--- src/rtl/flash_pgm_pkg.sv ---
// Shared constants and types for the flash page programming controller.
// Assumes an 8-bit register interface with the key in the upper nibble.
package flash_pgm_pkg;

    localparam logic [3:0] KEY_ARM = 4'h5;
    localparam logic [3:0] KEY_GO  = 4'hA;

    typedef enum logic [1:0] {
        SPC_USER   = 2'b00,
        SPC_XROW   = 2'b01,
        SPC_SECURE = 2'b10,
        SPC_BUFCLR = 2'b11
    } space_e;

    typedef enum logic {
        TRK_IDLE  = 1'b0,
        TRK_ARMED = 1'b1
    } trk_state_e;

endpackage

--- src/rtl/key_tracker.sv ---
// Two-write launch key tracker. A write with the arm key arms the tracker.
// A go-key write that follows immediately launches, unless busy is high.
// The tracker flags out-of-order keys and refused launches.
// Assumes ctl_wr is a single-cycle strobe qualified by the caller.
module key_tracker
    import flash_pgm_pkg::*;
(
    input  logic       clk,
    input  logic       rst_n,
    input  logic       ctl_wr,
    input  logic [3:0] key,
    input  logic       busy,
    output logic       launch,
    output logic       seq_err
);

    trk_state_e state_q, state_d;

    // Next-state and launch/error decode for each control write.
    always_comb begin
        state_d = state_q;
        launch  = 1'b0;
        seq_err = 1'b0;
        if (ctl_wr) begin
            if (key == KEY_ARM) begin
                state_d = TRK_ARMED;
            end else if (key == KEY_GO) begin
                state_d = TRK_IDLE;
                if (state_q == TRK_ARMED && !busy) begin
                    launch = 1'b1;
                end else begin
                    seq_err = 1'b1;
                end
            end else begin
                state_d = TRK_IDLE;
                if (state_q == TRK_ARMED) begin
                    seq_err = 1'b1;
                end
            end
        end
    end

    // Tracker state register.
    always_ff @(posedge clk) begin
        if (!rst_n) state_q <= TRK_IDLE;
        else        state_q <= state_d;
    end

endmodule

--- src/rtl/page_buffer.sv ---
// Page buffer of PAGE_BYTES bytes: one write port, one combinational
// read port, and a single-cycle fill to the erased value.
// Assumes the caller never asserts clr and wr_en in the same cycle
// with an intent to keep the write (clr wins).
module page_buffer #(
    parameter int PAGE_BYTES = 128,
    parameter int DATA_W     = 8,
    localparam int IDX_W     = $clog2(PAGE_BYTES)
) (
    input  logic              clk,
    input  logic              rst_n,
    input  logic              wr_en,
    input  logic [IDX_W-1:0]  wr_idx,
    input  logic [DATA_W-1:0] wr_data,
    input  logic              clr,
    input  logic [IDX_W-1:0]  rd_idx,
    output logic [DATA_W-1:0] rd_data
);

    localparam logic [DATA_W-1:0] ERASED = '1;

    logic [DATA_W-1:0] mem [PAGE_BYTES];

    // Byte storage: reset and clear fill with the erased value.
    always_ff @(posedge clk) begin
        for (int i = 0; i < PAGE_BYTES; i++) begin
            if (!rst_n || clr) begin
                mem[i] <= ERASED;
            end else if (wr_en && (wr_idx == IDX_W'(i))) begin
                mem[i] <= wr_data;
            end
        end
    end

    // Combinational read for the memory target.
    assign rd_data = mem[rd_idx];

endmodule

--- src/rtl/flash_status.sv ---
// Status flags: the sequence error and the buffer-loaded flag.
// A hardware set of the error beats both a software clear and a launch clear.
// Assumes launch and err_set are never high together (the key tracker
// guarantees this).
module flash_status (
    input  logic clk,
    input  logic rst_n,
    input  logic err_set,
    input  logic launch,
    input  logic sw_clr,
    input  logic byte_loaded,
    output logic seq_err,
    output logic loaded
);

    // Sequence-error flag.
    always_ff @(posedge clk) begin
        if (!rst_n)               seq_err <= 1'b0;
        else if (err_set)         seq_err <= 1'b1;
        else if (launch || sw_clr) seq_err <= 1'b0;
    end

    // Buffer-loaded flag: set by the first accepted byte, cleared by a launch.
    always_ff @(posedge clk) begin
        if (!rst_n)           loaded <= 1'b0;
        else if (launch)      loaded <= 1'b0;
        else if (byte_loaded) loaded <= 1'b1;
    end

endmodule

--- src/rtl/cmd_issuer.sv ---
// Issues the one-cycle program command and holds busy until acknowledged.
// Assumes launch is only asserted while busy is low.
module cmd_issuer
    import flash_pgm_pkg::*;
#(
    parameter int PAGE_W = 9
) (
    input  logic              clk,
    input  logic              rst_n,
    input  logic              launch,
    input  logic [1:0]        space,
    input  logic [PAGE_W-1:0] page_in,
    input  logic              cmd_ack,
    output logic              cmd_valid,
    output logic [1:0]        cmd_space,
    output logic [PAGE_W-1:0] cmd_page,
    output logic              busy
);

    logic issue;
    assign issue = launch && (space != SPC_BUFCLR);

    // Command pulse and captured command fields.
    always_ff @(posedge clk) begin
        if (!rst_n) begin
            cmd_valid <= 1'b0;
            cmd_space <= '0;
            cmd_page  <= '0;
        end else begin
            cmd_valid <= issue;
            if (issue) begin
                cmd_space <= space;
                cmd_page  <= page_in;
            end
        end
    end

    // Busy window from the command until the acknowledge.
    always_ff @(posedge clk) begin
        if (!rst_n)              busy <= 1'b0;
        else if (issue)          busy <= 1'b1;
        else if (busy && cmd_ack) busy <= 1'b0;
    end

endmodule

--- src/rtl/flash_page_ctl.sv ---
// Flash page programming controller top. It holds the control register
// (buffer enable, space select), routes data writes to the page buffer or
// to external RAM, and launches a program or buffer-clear on the two-write key.
// Assumes single-cycle write strobes and a synchronous active-low reset.
module flash_page_ctl
    import flash_pgm_pkg::*;
#(
    parameter int ADDR_W     = 16,
    parameter int PAGE_BYTES = 128,
    localparam int OFS_W     = $clog2(PAGE_BYTES),
    localparam int PAGE_W    = ADDR_W - OFS_W
) (
    input  logic              clk,
    input  logic              rst_n,
    input  logic              ctl_wr,
    input  logic [7:0]        ctl_wdata,
    output logic [7:0]        ctl_rdata,
    input  logic              sts_wr,
    input  logic [7:0]        sts_wdata,
    output logic [7:0]        sts_rdata,
    input  logic              dat_wr,
    input  logic [ADDR_W-1:0] dat_addr,
    input  logic [7:0]        dat_wdata,
    input  logic              xram_sel,
    output logic              xram_wr,
    output logic              cmd_valid,
    output logic [1:0]        cmd_space,
    output logic [PAGE_W-1:0] cmd_page,
    input  logic              cmd_ack,
    output logic              busy,
    input  logic [OFS_W-1:0]  rd_idx,
    output logic [7:0]        rd_data
);

    logic              buf_en_q;
    logic [1:0]        space_q;
    logic [PAGE_W-1:0] page_q;
    logic              launch, err_set;
    logic              buf_wr, buf_clr;
    logic              seq_err, loaded;
    logic              unused_bits;

    assign unused_bits = ^{ctl_wdata[3], sts_wdata[7:2], sts_wdata[0]};

    // Control register: lower nibble captured on every control write.
    always_ff @(posedge clk) begin
        if (!rst_n) begin
            buf_en_q <= 1'b0;
            space_q  <= SPC_USER;
        end else if (ctl_wr) begin
            buf_en_q <= ctl_wdata[0];
            space_q  <= ctl_wdata[2:1];
        end
    end

    key_tracker u_keys (
        .clk     (clk),
        .rst_n   (rst_n),
        .ctl_wr  (ctl_wr),
        .key     (ctl_wdata[7:4]),
        .busy    (busy),
        .launch  (launch),
        .seq_err (err_set)
    );

    // Data write routing: the buffer enable wins over external RAM.
    assign buf_wr  = dat_wr && buf_en_q && !busy && !launch;
    assign xram_wr = dat_wr && xram_sel && !buf_en_q;
    assign buf_clr = launch && (ctl_wdata[2:1] == SPC_BUFCLR);

    // Page number of the most recent accepted buffer write.
    always_ff @(posedge clk) begin
        if (!rst_n)      page_q <= '0;
        else if (buf_wr) page_q <= dat_addr[ADDR_W-1:OFS_W];
    end

    page_buffer #(
        .PAGE_BYTES (PAGE_BYTES),
        .DATA_W     (8)
    ) u_buf (
        .clk     (clk),
        .rst_n   (rst_n),
        .wr_en   (buf_wr),
        .wr_idx  (dat_addr[OFS_W-1:0]),
        .wr_data (dat_wdata),
        .clr     (buf_clr),
        .rd_idx  (rd_idx),
        .rd_data (rd_data)
    );

    flash_status u_sts (
        .clk         (clk),
        .rst_n       (rst_n),
        .err_set     (err_set),
        .launch      (launch),
        .sw_clr      (sts_wr && !sts_wdata[1]),
        .byte_loaded (buf_wr),
        .seq_err     (seq_err),
        .loaded      (loaded)
    );

    cmd_issuer #(
        .PAGE_W (PAGE_W)
    ) u_cmd (
        .clk       (clk),
        .rst_n     (rst_n),
        .launch    (launch),
        .space     (ctl_wdata[2:1]),
        .page_in   (page_q),
        .cmd_ack   (cmd_ack),
        .cmd_valid (cmd_valid),
        .cmd_space (cmd_space),
        .cmd_page  (cmd_page),
        .busy      (busy)
    );

    // Register readback.
    assign ctl_rdata = {5'b0, space_q, buf_en_q};
    assign sts_rdata = {6'b0, seq_err, loaded};

endmodule

--- config.mk ---
export PLATFORM = sky130hd
export DESIGN_NAME = flash_page_ctl
export DESIGN_NICKNAME = d
export VERILOG_FILES = /design/src/rtl/flash_pgm_pkg.sv /design/src/rtl/key_tracker.sv /design/src/rtl/page_buffer.sv /design/src/rtl/flash_status.sv /design/src/rtl/cmd_issuer.sv /design/src/rtl/flash_page_ctl.sv
export SDC_FILE = /design/constraint.sdc
export NUM_CORES = 2
export LEC_CHECK = 0
export BUFFER_PORTS_ARGS = -buffer_cell sky130_fd_sc_hd__buf_2
export CAP_MARGIN = 15
export CORE_UTILIZATION = 45
export CTS_CLUSTER_SIZE = 14
export DETAILED_ROUTE_END_ITERATION = 12
export GPL_TIMING_DRIVEN = 0
export PLACE_DENSITY = 0.6
export SETUP_SLACK_MARGIN = 0.5
export SYNTH_ARGS = -nofsm -noshare
export SYNTH_HDL_FRONTEND = slang
export SYNTH_SLANG_ARGS = --single-unit
--- constraint.sdc ---
create_clock -name clk -period 3.5 [get_ports clk]
set_clock_uncertainty 0.1 [all_clocks]
set_input_delay 0 -clock clk [delete_from_list [all_inputs] [get_ports clk]]
set_output_delay 0 -clock clk [all_outputs]
set_load 0.02 [all_outputs]
After elaboration in Yosys (flattened, before gate mapping)
Memory sizes are Yosys's and may differ from the RTL's.
Cells that the tools add are included.
- register bits after elaboration: 28
- bits in writable memories: 1024
- memories kept: 1
- memories (name ; words ; bits a word ; rd ports ; clocked after memory_dff ; write ports ; line ; source):
    u_buf.mem ; 128 ; 8 ; 1 ; 0 ; 128 ; page_buffer.sv:22 ; logic [DATA_W-1:0] mem [PAGE_BYTES];
- equality and inequality tests: 131
- mux-type cells: 528
- bitwise operators: 129
- reduce and logical (&&, ||, !) cells: 149
- operator list (kind ; number):
    8-bit two-way mux ; 128
    7-bit equality test (second input constant) ; 64
    1-bit two-way mux ; 400
    7-bit by 6-bit equality test with 1-bit output (second input constant) ; 32
    1-bit logical AND ; 138
    1-bit OR ; 128
    7-bit by 5-bit equality test with 1-bit output (second input constant) ; 16
    7-bit by 4-bit equality test with 1-bit output (second input constant) ; 8
    7-bit by 3-bit equality test with 1-bit output (second input constant) ; 4
    7-bit by 2-bit equality test with 1-bit output (second input constant) ; 2
    7-bit by 1-bit equality test with 1-bit output (second input constant) ; 1
    7-bit logical NOT ; 1
    1-bit logical NOT ; 5
    4-bit by 3-bit equality test with 1-bit output (second input constant) ; 1
    4-bit equality test (second input constant) ; 1
    2-bit nonzero test ; 2
    2-bit equality test (second input constant) ; 1
    1-bit logical OR ; 2
    2-bit != test (second input constant) ; 1
    2-bit OR reduction ; 1
    1-bit NOT ; 1

Depth between registers and ports, before layout
- depth in word-level cells: 13
- depth in mapped cells: 7

Modules after synthesis
A second synthesis with hierarchy kept.
- cells, all modules: 3140
- area total of the unflattened synthesis: 48713.0 µm²
- modules (own cells, without submodules) (module ; instances ; cells an instance ; area each (µm²) ; seq. area each (µm²)):
    page_buffer ; 1 ; 3004 ; 47426.7 ; 30749.5
    flash_page_ctl ; 1 ; 68 ; 609.3 ; 240.2
    cmd_issuer ; 1 ; 52 ; 520.5 ; 260.2
    key_tracker ; 1 ; 10 ; 85.1 ; 20.0
    flash_status ; 1 ; 6 ; 71.3 ; 40.0

Worst setup path before layout
Ideal clock, no wire load.
- path type: flip-flop to flip-flop
- from: register u_cmd.busy
- to: memory u_buf.mem[20][0], enable pin
- setup time: 0.384 ns
- arrival time: 2.437 ns
- slack: 0.579 ns
- stages on the path, launching flop included: 7
- path buffers: 2
- period minus slack after synthesis: 2.921 ns
- path through: dfxtp_1 > and3b_1 > a21boi_1 > clkbuf_1 > nand3_1 > clkbuf_1 > o21ai_0
- RTL lines (item ; line ; source):
    from (decl) ; cmd_issuer.sv:17 ; output logic busy
    from (signal assigned) ; cmd_issuer.sv:40 ; if (!rst_n) busy <= 1'b0;
    from (signal assigned) ; cmd_issuer.sv:41 ; else if (issue) busy <= 1'b1;
    from (signal assigned) ; cmd_issuer.sv:42 ; else if (busy && cmd_ack) busy <= 1'b0;
    to (decl) ; page_buffer.sv:22 ;

Final worst setup path
- from: input rd_idx[2]
- to: output rd_data[4]
- longest elaborated chain between the ends: 1
- ends and longest elaborated chain (item ; line ; source):
    from (decl) ; flash_page_ctl.sv:31 ; input logic [OFS_W-1:0] rd_idx,
    memory 128 x 8 bit ; -- ;
    to (decl) ; flash_page_ctl.sv:32 ; output logic [7:0] rd_data
Every way passes these cells.

==> summary.md <==
| Metric | Value |
|---|---|
| Layout filler cell count | 8,678 |
| Unrepaired setup endpoints after global routing | true |
| Post-Syn Area | 48,560 µm² |
| Placer Congestion | 1.019 |
| Port bufs | 56 |
| Antenna-violating nets left | 0 |
| Fin crit share | 99.43% |
| Seq/Total Area, Yosys | 64.47% |
| Synth top area cells | edfxtp_1 (63%), mux4_2 (16%), or3_1 (13%) |
| Yosys top cell area share | 63.32% |
| Fin nets | 3,543 |
| Hold path start | dat_wdata[5] |
| Slew Limit Fails | 0 |
| Critical R2R Launch | u_cmd.busy$_SDFFE_PN0P_ |
| Clk_lat worst skew | 0.70 ns |
| Clock Sinks | 1,052 |
| Dpl cells | 4,694 |
| Largest net degree at the start of global routing | 15 |
| First-pass GRT wire length | 249,400 µm |
| Crit path max-delay family | multiplexers |
| Worst Setup Path Type | in -> out |
| CTS tree | yes |
| H-tree depth | 3 |
| Failing checks | negative hold slack |
| Clock Root Buffer | clkbuf_16 |
| Placeable Area | 107,100 µm² |
| Finished Layout Cells | 5,005 |
| Worst-path clk slew | 0.06 ns |
| Crit-path max cell delay | 0.82 ns |
| Vias in the first global route | 32,980 |
| Max Clock Freq | 0.2874 GHz |
| Cell Pwr Density | 488.0 nW/µm² |
| Die height | 330.5 µm |
| Nature of the critical path endpoint | output pin |
| Post-Syn Instances | 3,131 |
| Worst vdd ir | 0.3879 mV |
| Crit-path slowest cell | buf_1 |
| Total track usage | 33.24% |
| Critical path buffers and inverters | 3 |
| Die Wd | 330.5 µm |
| CP cell instances | clkbuf_1 > buf_1 > mux4_2 > mux4_2 > mux4_2 > mux2_4 > buf_6 |
| Final min period | 3.480 ns |
| Util after Layout | 53.21% |
| CP max FO | 10 |
| Cell accounting for the most synthesized area | edfxtp_1 |
| Cell mode on critical path | mux4_2 |
| Relative slew slack | 7.879% |
| Clock Tree Buf Depth | 3 |
| Fraction of layout cells with a size suffix above 1 | 24.85% |
| Initial core utilization | 45.36% |
| Vias per cell | 6.659 |
| Slew @ Worst Pin | 1.382 ns |
| DP HPWL | 129,900 µm |
| Vias post-DR | 33,330 |
| Overflow after GRT | 0 |
| First-pass DRT Iterations | 6 |
| Yosys reg bits | 1,052 |
| Synth cell types | 32 |
| DRC | 0 |
| Min-Delay Path Class | in -> reg |
| Crit path from | rd_idx[2] |
| Fin. Hold Viols | 7 |
| Finish-stage setup viols | 0 |
| Data required, critical path | 3.40 ns |
| Crit path arrival time | 3.38 ns |
| CTS buffer count | 109 |
| Die ar. | 109,200 µm² |
| Io pins | 92 |
| Max-cap viol count | 0 |
| Overall Power | 27.80 mW |
| Mean Syn Cell Area | 15.51 µm² |
| Leakage power | 13.77 nW |
| Drt total wl | 179,900 µm |
| Area grow syn2layout | 17.29% |
| CP startpoint kind | primary input |
| Outcome | finished, violations left |
| WHS | -0.02005 ns |
| DR iter-0 viols | 5,255 |
| Site Rows | 120 |
| YS warnings | 0 |
| Wire per inst | 35.94 µm |
| Initial antenna violation count | 29 |
[worst reg2reg max path, cell delays in order, from the launching register on]
cell	delay, ns
dfxtp_1	0.35
and3b_1	0.32
a21boi_4	0.23
buf_12	0.16
buf_6	0.26
nand3_4	0.24
clkbuf_1	0.61
or3_1	0.55
[synth_stat cells]
library cell / n
or3b_2: 2
buf_1: 19
conb_1: 1
inv_1: 2
a21oi_1: 10
or3_1: 1033
dfxtp_1: 28
nand3_1: 18
mux2i_1: 13
nand3b_1: 4
a221oi_1: 1
nor3_1: 3
edfxtp_1: 1024
o221a_2: 1
mux2_2: 8
nor2b_1: 5
nor4bb_1: 2
nand2_1: 22
mux4_2: 336
buf_2: 21
nor2_1: 21
buf_4: 18
nand4bb_1: 1
nand2b_1: 1
buf_6: 3
o21ai_1: 1
clkbuf_1: 397
and2_1: 2
a21boi_1: 1
o211a_1: 1
o21ai_0: 130
and3b_1: 2
[layout make-up]
class | count | area, µm² | area share, %
timing repair buffer | 237 | 1813 | 3.183
antenna | 20 | 50.05 | 0.08786
sequential | 1052 | 31310 | 54.97
inverter | 2 | 7.507 | 0.01318
tap | 1403 | 1755 | 3.082
clock inverter | 77 | 860.8 | 1.511
clock buffer | 127 | 2838 | 4.982
multi-input combinational | 1629 | 16240 | 28.51
buffer | 458 | 2087 | 3.664
[stage by stage]
step                area (µm²)  setup TNS [ns]  setup slack (ns)
floorplan                48600               0            0.5792
global placement         50640        -2116.92            -2.174
detailed placement       51250        -1653.27            -2.052
CTS                      56680               0            0.1185
global route             56910               0           0.07796
finish                   56960               0           0.02009
[cell usage in the layout, fill, tap and decap left out, types with 5 or more instances in the layout]
master | netlist | layout
or3_1 | 1033 | 1033
edfxtp_1 | 1024 | 1024
clkbuf_1 | 397 | 349
mux4_2 | 336 | 336
buf_2 | 21 | 127
clkbuf_16 | 0 | 111
buf_4 | 18 | 75
dlygate4sd3_1 | 0 | 60
clkbuf_2 | 0 | 42
o21ai_1 | 1 | 42
o21ai_2 | 0 | 42
o21ai_4 | 0 | 35
clkinv_1 | 0 | 31
dfxtp_1 | 28 | 28
nand2_1 | 22 | 22
nor2_1 | 21 | 21
diode_2 | 0 | 20
bufinv_16 | 0 | 19
clkinv_2 | 0 | 16
nand3_4 | 0 | 14
mux2i_1 | 13 | 13
o21ai_0 | 130 | 12
buf_6 | 3 | 11
buf_1 | 19 | 11
conb_1 | 1 | 11
clkbuf_8 | 0 | 10
a21oi_1 | 10 | 10
clkbuf_4 | 0 | 8
mux2_4 | 0 | 7
buf_12 | 0 | 7
clkdlybuf4s15_2 | 0 | 6
nor2b_1 | 5 | 5
inv_6 | 0 | 5
[metal layers]
layer / global-route usage [%] / part of all wire, % / vias to the layer above
li1: - / - / 13180
met1: 41.21 / 34 / 16990
met2: 52.03 / 46 / 2572
met3: 10.09 / 13 / 584
met4: 18.81 / 6.5 / 6
met5: 0 / 0.024 / -
[worst paths after layout]
path / endpoint / slack (ns) / cells past startpoint
max reg2reg: u_buf.mem[125][0]$_SDFFCE_PN1P_ / 0.43 / 7
max: rd_data[4] / 0.02 / 7
min reg2reg: u_cmd.cmd_page[5]$_SDFFE_PN0P_ / 0.41 / 2
min: u_buf.mem[88][5]$_SDFFCE_PN1P_ / -0.02 / 2
[power breakdown]
group | switching, mW | internal, mW | leakage (nW)
Sequential | 0.0155 | 13.8 | 7.36
Clock | 5.04 | 7.18 | 1.81
Combinational | 1.29 | 0.465 | 4.60
Total | 6.35 | 21.4 | 13.8
[sequential cells by signal, indices dropped and copies added, names as in the netlist]
name	count
u_buf.mem	1024
page_q	9
u_cmd.cmd_page	9
space_q	2
u_cmd.cmd_space	2
buf_en_q	1
u_cmd.busy	1
u_cmd.cmd_valid	1
u_keys.state_q	1
u_sts.loaded	1
u_sts.seq_err	1
[logic make-up (layout without fill, tap and decap cells)]
group	count (synthesis)	count (layout)	synth area share (%)
multiplexers	357	357	16.04
AO/OA/AOI/OAI	145	145	1.530
flip-flops	1052	1052	64.47
AND/OR/NAND/NOR	1116	1116	14.16
buffers and inverters	460	901	3.795
other	1	31	0.007722
[repair_timing]
action	4_1_cts	5_1_grt
pin swaps	5	2
endpoints found under the hold margin	65	0
endpoints found under the setup margin	2056	924
resized for setup	293	93
hold buffers	60	0
setup buffers	21	6
Power figures use the tool's default switching activity.
